## src/rtl/sysopt_pkg.sv

```systemverilog
package sysopt_pkg;
  localparam int DATA_W     = 8;
  localparam int CFG_BITS   = 3;
  localparam int BIT_COPEN  = 0;
  localparam int BIT_LONG   = 1;
  localparam int BIT_STOPEN = 2;
  localparam logic [CFG_BITS-1:0] CFG_RST = 3'b011;

  typedef enum logic [1:0] {
    CAUSE_NONE = 2'b00,
    CAUSE_WDT  = 2'b01,
    CAUSE_STOP = 2'b10
  } rstCause_e;

  typedef struct packed {
    logic wdtOn;
    logic longSel;
    logic cntClr;
    logic stopTrap;
  } ctrlStrobe_t;
endpackage

```

## src/rtl/sysopt_ctrl.sv

```systemverilog
module sysopt_ctrl
  import sysopt_pkg::*;
#(
  parameter logic [DATA_W-1:0] KEY_ARM  = 8'h55,
  parameter logic [DATA_W-1:0] KEY_FIRE = 8'hAA
) (
  input  logic              clk,
  input  logic              rstN,
  input  logic              cfgWrEn,
  input  logic [DATA_W-1:0] cfgWrData,
  input  logic              svcWrEn,
  input  logic [DATA_W-1:0] svcWrData,
  input  logic              stopExec,
  output logic [DATA_W-1:0] cfgRdData,
  output ctrlStrobe_t       strobe
);
  localparam int PAD_W = DATA_W - CFG_BITS;

  logic [CFG_BITS-1:0] cfgBits;
  logic                locked;
  logic                armed;
  logic                svcHit;
  logic                cfgTake;

  assign cfgTake = cfgWrEn && !locked;
  assign svcHit  = svcWrEn && (svcWrData == KEY_FIRE) && armed;

  always_ff @(posedge clk or negedge rstN) begin
    if (!rstN) begin
      cfgBits <= CFG_RST;
      locked  <= 1'b0;
    end else if (cfgTake) begin
      cfgBits <= cfgWrData[CFG_BITS-1:0];
      locked  <= 1'b1;
    end
  end

  always_ff @(posedge clk or negedge rstN) begin
    if (!rstN) begin
      armed <= 1'b0;
    end else if (svcWrEn) begin
      armed <= (svcWrData == KEY_ARM);
    end
  end

  assign cfgRdData       = {{PAD_W{1'b0}}, cfgBits};
  assign strobe.wdtOn    = cfgBits[BIT_COPEN];
  assign strobe.longSel  = cfgBits[BIT_LONG];
  assign strobe.cntClr   = !cfgBits[BIT_COPEN] || svcHit;
  assign strobe.stopTrap = stopExec && !cfgBits[BIT_STOPEN];

  AST_LOCK_HOLD: assert property (@(posedge clk) disable iff (!rstN)
    locked |=> $stable(cfgBits));
  AST_FIRST_WRITE: assert property (@(posedge clk) disable iff (!rstN)
    (cfgWrEn && !locked) |=> (locked && cfgBits == $past(cfgWrData[CFG_BITS-1:0])));
  AST_ARM_BREAK: assert property (@(posedge clk) disable iff (!rstN)
    (svcWrEn && svcWrData != KEY_ARM) |=> !armed);
endmodule

```

## src/rtl/sysopt_datapath.sv

```systemverilog
module sysopt_datapath
  import sysopt_pkg::*;
#(
  parameter int SHORT_LOG2 = 13,
  parameter int LONG_LOG2  = 18
) (
  input  logic        clk,
  input  logic        rstN,
  input  ctrlStrobe_t strobe,
  output logic        rstReq,
  output logic [1:0]  rstCause
);
  localparam int CNT_W = LONG_LOG2;
  localparam logic [CNT_W-1:0] SHORT_LAST = CNT_W'((64'd1 << SHORT_LOG2) - 64'd1);
  localparam logic [CNT_W-1:0] LONG_LAST  = {CNT_W{1'b1}};

  logic [CNT_W-1:0] cnt;
  logic             atLast;
  logic             timeout;
  logic             reqQ;
  rstCause_e        causeQ;

  assign atLast  = strobe.longSel ? (cnt == LONG_LAST) : (cnt >= SHORT_LAST);
  assign timeout = !strobe.cntClr && atLast;

  always_ff @(posedge clk or negedge rstN) begin
    if (!rstN) begin
      cnt <= '0;
    end else if (strobe.cntClr || atLast) begin
      cnt <= '0;
    end else begin
      cnt <= cnt + 1'b1;
    end
  end

  always_ff @(posedge clk or negedge rstN) begin
    if (!rstN) begin
      reqQ   <= 1'b0;
      causeQ <= CAUSE_NONE;
    end else begin
      reqQ <= timeout || strobe.stopTrap;
      if (timeout)              causeQ <= CAUSE_WDT;
      else if (strobe.stopTrap) causeQ <= CAUSE_STOP;
      else                      causeQ <= CAUSE_NONE;
    end
  end

  assign rstReq   = reqQ;
  assign rstCause = causeQ;

  AST_CLR_ZERO: assert property (@(posedge clk) disable iff (!rstN)
    strobe.cntClr |=> (cnt == '0));
  AST_OFF_IDLE: assert property (@(posedge clk) disable iff (!rstN)
    !strobe.wdtOn |=> !(rstReq && rstCause == CAUSE_WDT));
  AST_LONG_TIMEOUT: assert property (@(posedge clk) disable iff (!rstN)
    (strobe.wdtOn && !strobe.cntClr && strobe.longSel && cnt == LONG_LAST)
      |=> (rstReq && rstCause == CAUSE_WDT));
  AST_STOP_TRAP: assert property (@(posedge clk) disable iff (!rstN)
    (strobe.stopTrap && !timeout) |=> (rstReq && rstCause == CAUSE_STOP));
  AST_CAUSE_VALID: assert property (@(posedge clk) disable iff (!rstN)
    rstReq |-> (rstCause == CAUSE_WDT || rstCause == CAUSE_STOP));
  AST_CAUSE_IDLE: assert property (@(posedge clk) disable iff (!rstN)
    !rstReq |-> (rstCause == CAUSE_NONE));
  AST_RESTART: assert property (@(posedge clk) disable iff (!rstN)
    (rstReq && rstCause == CAUSE_WDT) |-> (cnt == '0));
endmodule

```

## src/rtl/sysopt_guard.sv

```systemverilog
module sysopt_guard
  import sysopt_pkg::*;
#(
  parameter int SHORT_LOG2 = 13,
  parameter int LONG_LOG2  = 18
) (
  input  logic        clk,
  input  logic        rstN,
  input  logic        cfgWrEn,
  input  logic [7:0]  cfgWrData,
  output logic [7:0]  cfgRdData,
  input  logic        svcWrEn,
  input  logic [7:0]  svcWrData,
  input  logic        stopExec,
  output logic        rstReq,
  output logic [1:0]  rstCause
);
  ctrlStrobe_t strobe;

  sysopt_ctrl uCtrl (
    .clk       (clk),
    .rstN      (rstN),
    .cfgWrEn   (cfgWrEn),
    .cfgWrData (cfgWrData),
    .svcWrEn   (svcWrEn),
    .svcWrData (svcWrData),
    .stopExec  (stopExec),
    .cfgRdData (cfgRdData),
    .strobe    (strobe)
  );

  sysopt_datapath #(
    .SHORT_LOG2 (SHORT_LOG2),
    .LONG_LOG2  (LONG_LOG2)
  ) uPath (
    .clk      (clk),
    .rstN     (rstN),
    .strobe   (strobe),
    .rstReq   (rstReq),
    .rstCause (rstCause)
  );
endmodule

```

## config.mk

```make
export PLATFORM = sky130hd
export DESIGN_NAME = sysopt_guard
export DESIGN_NICKNAME = d
export VERILOG_FILES = /design/src/rtl/sysopt_pkg.sv /design/src/rtl/sysopt_ctrl.sv /design/src/rtl/sysopt_datapath.sv /design/src/rtl/sysopt_guard.sv
export SDC_FILE = /design/constraint.sdc
export NUM_CORES = 1
export LEC_CHECK = 0
export BUFFER_PORTS_ARGS = -buffer_cell sky130_fd_sc_hd__buf_2
export CAP_MARGIN = 20
export CORE_MARGIN = 3
export CORE_UTILIZATION = 50
export DETAILED_ROUTE_END_ITERATION = 8
export PLACE_DENSITY_LB_ADDON = 0.08
export SYNTH_ARGS = -nofsm -noshare
export SYNTH_HDL_FRONTEND = slang
export SYNTH_SLANG_ARGS = --single-unit
```

## constraint.sdc

```tcl
create_clock -name clk -period 2.9 [get_ports clk]
set_input_delay 0.145 -clock clk [delete_from_list [all_inputs] [get_ports clk]]
set_output_delay 0.145 -clock clk [all_outputs]
set_load 0.01 [all_outputs]
```

==> flow_summary.json <==
{
  "end_kind": "flip-flop",
  "cts_resized": 0,
  "internal_power_mw": 0.463,
  "clock_latency_ns": 0.32,
  "setup_violations": 0,
  "finalPower_mw": 0.615,
  "p_clk_share_pct": 25.2,
  "gr-total-overflow": 0,
  "cts_hold_buffers": 1,
  "grt_max_degree": 27,
  "grt_pass1_vias": 987,
  "port_buffers": 21,
  "start_util_pct": 53.9,
  "dr.pass1.iters": 4,
  "timing.rr.start": "uPath.cnt[0]",
  "synthTopCellsByCount": "24 x dfrtp_1, 11 x nor3_1, 8 x nor2_1",
  "timing.final.ws_setup_ns": 0.841,
  "fmax_mhz": 486,
  "ys_top_cells_by_area": "dfrtp_1 44%, nor3_1 4.0%, dfstp_2 3.9%, xnor2_1 3.9%, xor2_1 3.9%",
  "clkSlewWorstSetupHoldPaths_ns": 0.14,
  "r2r_end": "uPath.cnt[17]",
  "finalNetCount": 177,
  "status": "complete, no violations",
  "pre_cts_ws_ns": 0.842,
  "pwr-share-comb_pct": 11.3,
  "cts_root_buf": "clkbuf_4",
  "synth_area_sq_um": 1360,
  "synth_cell_types": 36,
  "vias_per_cell": 5.76,
  "fill_cells": 234,
  "path_max_fanout": 15,
  "crit_type": "flip-flop to flip-flop",
  "postCtsSetupBuffers": 0,
  "row_count": 18,
  "cap_violations": 0,
  "grt.total_usage_pct": 17.0,
  "ant_nets": 0,
  "die_w_um": 58.2,
  "synth_seq_cells": 26,
  "leakage_nw": 0.667,
  "final.setup.tns_ns": 0,
  "crit_path_end": "uPath.cnt[17]",
  "p_per_area_nw_per_um2": 410,
  "drt_iter0_drc": 40,
  "report.final.slew_viol_count": 0,
  "hold_viol": 0,
  "startpoint": "uPath.cnt[0]",
  "yosysSeqAreaShare_pct": 48.0,
  "seqPwrFrac_pct": 63.5,
  "hpwl_mm": 1.93,
  "area_delta_synth_final_pct": 10.4,
  "die_h_um": 58.2,
  "min_period_over_period_pct": 71.0,
  "slew_headroom_pct": 46.9,
  "p_sw_share_pct": 24.7,
  "core_area_sq_um": 2520,
  "cts_buffers": 3,
  "tightest_slew_ns": 0.794,
  "antenna_found_initial": 0,
  "layout_min_cycle_time_ns": 2.06,
  "synth_top_area_cell": "dfrtp_1",
  "io_pins": 32,
  "min_path_type": "primary input to flip-flop",
  "synthCells": 132,
  "synth_most_common_cell": "dfrtp_1",
  "min-delay-start": "svcWrEn",
  "syn_avg_cell_area_sq_um": 10.3,
  "ir_worst_vdd_uv": 375,
  "r2r_cells": 5,
  "rsz0062_at_grt": "false",
  "ys.flop_type": "dfrtp_1",
  "n_antenna_cell": 0,
  "drc": 0,
  "routed_wl_mm": 2.56,
  "cts_sinks": 26,
  "async_flop_share_pct": 100,
  "yosysTopAreaCellShare_pct": 44.2,
  "synth_edf_count": 0,
  "die_area_sq_um": 3380,
  "seq_area_sq_um": 653,
  "yosysWarnings": 0,
  "drive_gt1_share_pct": 23.4,
  "multi_input_area_sq_um": 662,
  "cts_max_level": 1,
  "fin_skew_ns": 0.0153,
  "clockBufferDepth": 2,
  "place.gp.congestion": 0.803,
  "cp-start-kind": "flip-flop",
  "r2r_setup_slack_ns": 0.84,
  "cts_tree": "done",
  "critPathArrivalTime_ns": 2.28,
  "vias": 1060,
  "grt_pass1_wl_mm": 4.42,
  "cp.required_ns": 3.12,
  "switchingPower_mw": 0.152,
  "wl_per_cell_um": 13.9
}
==> final cells by class <==
type,instances,area share (%)
well taps,30,2.50
inverters,2,0.500
flip-flops and latches,26,43.5
repair buffers,22,7.67
clock buffers,4,1.75
multi-input cells,100,44.1
==> worst min-delay path by stage <==
stage               slack [ns]  depth (start not counted)      endpoint
finish                    0.03                          2   uCtrl.armed
global route              0.02                          2  uCtrl.locked
CTS                      0.008                          2   uCtrl.armed
detailed placement        0.17                          1   uCtrl.armed
global placement          0.16                          1   uCtrl.armed
floorplan                -0.15                          0   uCtrl.armed
==> power by group through the flow <==
stage | Sequential [mW] | Clock, mW | Combinational, mW
2_1_floorplan | 0.398 | 0 | 0.0412
3_3_place_gp | 0.396 | 0 | 0.0679
3_5_place_dp | 0.398 | 0 | 0.0698
4_1_cts | 0.391 | 0.165 | 0.0707
5_1_grt | 0.394 | 0.180 | 0.0772
6_report | 0.391 | 0.155 | 0.0697
==> metrics by stage <==
step | hold slack [ns] | std cells | utilization (%) | area [sq um]
after floorplan | -0.151 | 136 | - | 1380
after CTS | 0.00831 | 184 | 59.5 | 1500
final | 0.0251 | 184 | 59.5 | 1500
after global placement | 0.163 | 179 | 58.1 | 1470
after detailed placement | 0.171 | 179 | 58.1 | 1470
after global routing | 0.0153 | 184 | 59.5 | 1500
==> metal layers <==
metal  global-route usage [%]  up-vias  routed length [um]
met5                        0        -                   0
li1                         -      513                   -
met2                     27.9       25                1300
met4                     4.97        0                  15
met1                     22.3      520                1150
met3                     4.01        2                  94
==> cell usage in the layout (no fill, tap or decap), types with 2 or more instances in the layout <==
master / Yosys / final
nor2_1: 8 / 8
nand4b_1: 3 / 3
xor2_1: 6 / 6
mux2_2: 3 / 3
conb_1: 1 / 5
and4_2: 2 / 2
nand4_1: 4 / 4
buf_2: 2 / 21
or3_1: 2 / 2
nand2_1: 7 / 7
dfstp_2: 2 / 2
and3_1: 4 / 4
nor4bb_1: 4 / 4
nand3_1: 7 / 7
xnor2_1: 6 / 6
o21ai_0: 6 / 6
and4_4: 2 / 2
dfrtp_1: 24 / 24
nor2b_1: 3 / 3
clkbuf_4: 0 / 3
a21oi_1: 4 / 4
nor3_1: 11 / 11
inv_1: 2 / 2
a211oi_1: 2 / 2
==> sequential cells by signal, indices dropped and copies added (netlist names) <==
name            flops
uPath.cnt          18
uCtrl.cfgBits       3
uPath.rstCause      2
uCtrl.armed         1
uCtrl.locked        1
uPath.rstReq        1
==> worst max-delay path, stage by stage (launching register included) <==
cell and delay [ns]:
dfrtp_1 0.43, ha_1 0.25, and4_2 0.27, nand4_1 0.10, nand4b_1 0.53, a211oi_1 0.39
==> cell families after synthesis <==
logic type	count (synthesis)	synth area share (%)
fa+ha+maj	1	0.920
compound gates	14	6.26
flops	26	48.0
xor+xnor	12	7.73
other cells	1	0.276
simple gates	65	29.9
buf+inv	10	4.42
mux	3	2.48
(Power assumes the default switching activity.)
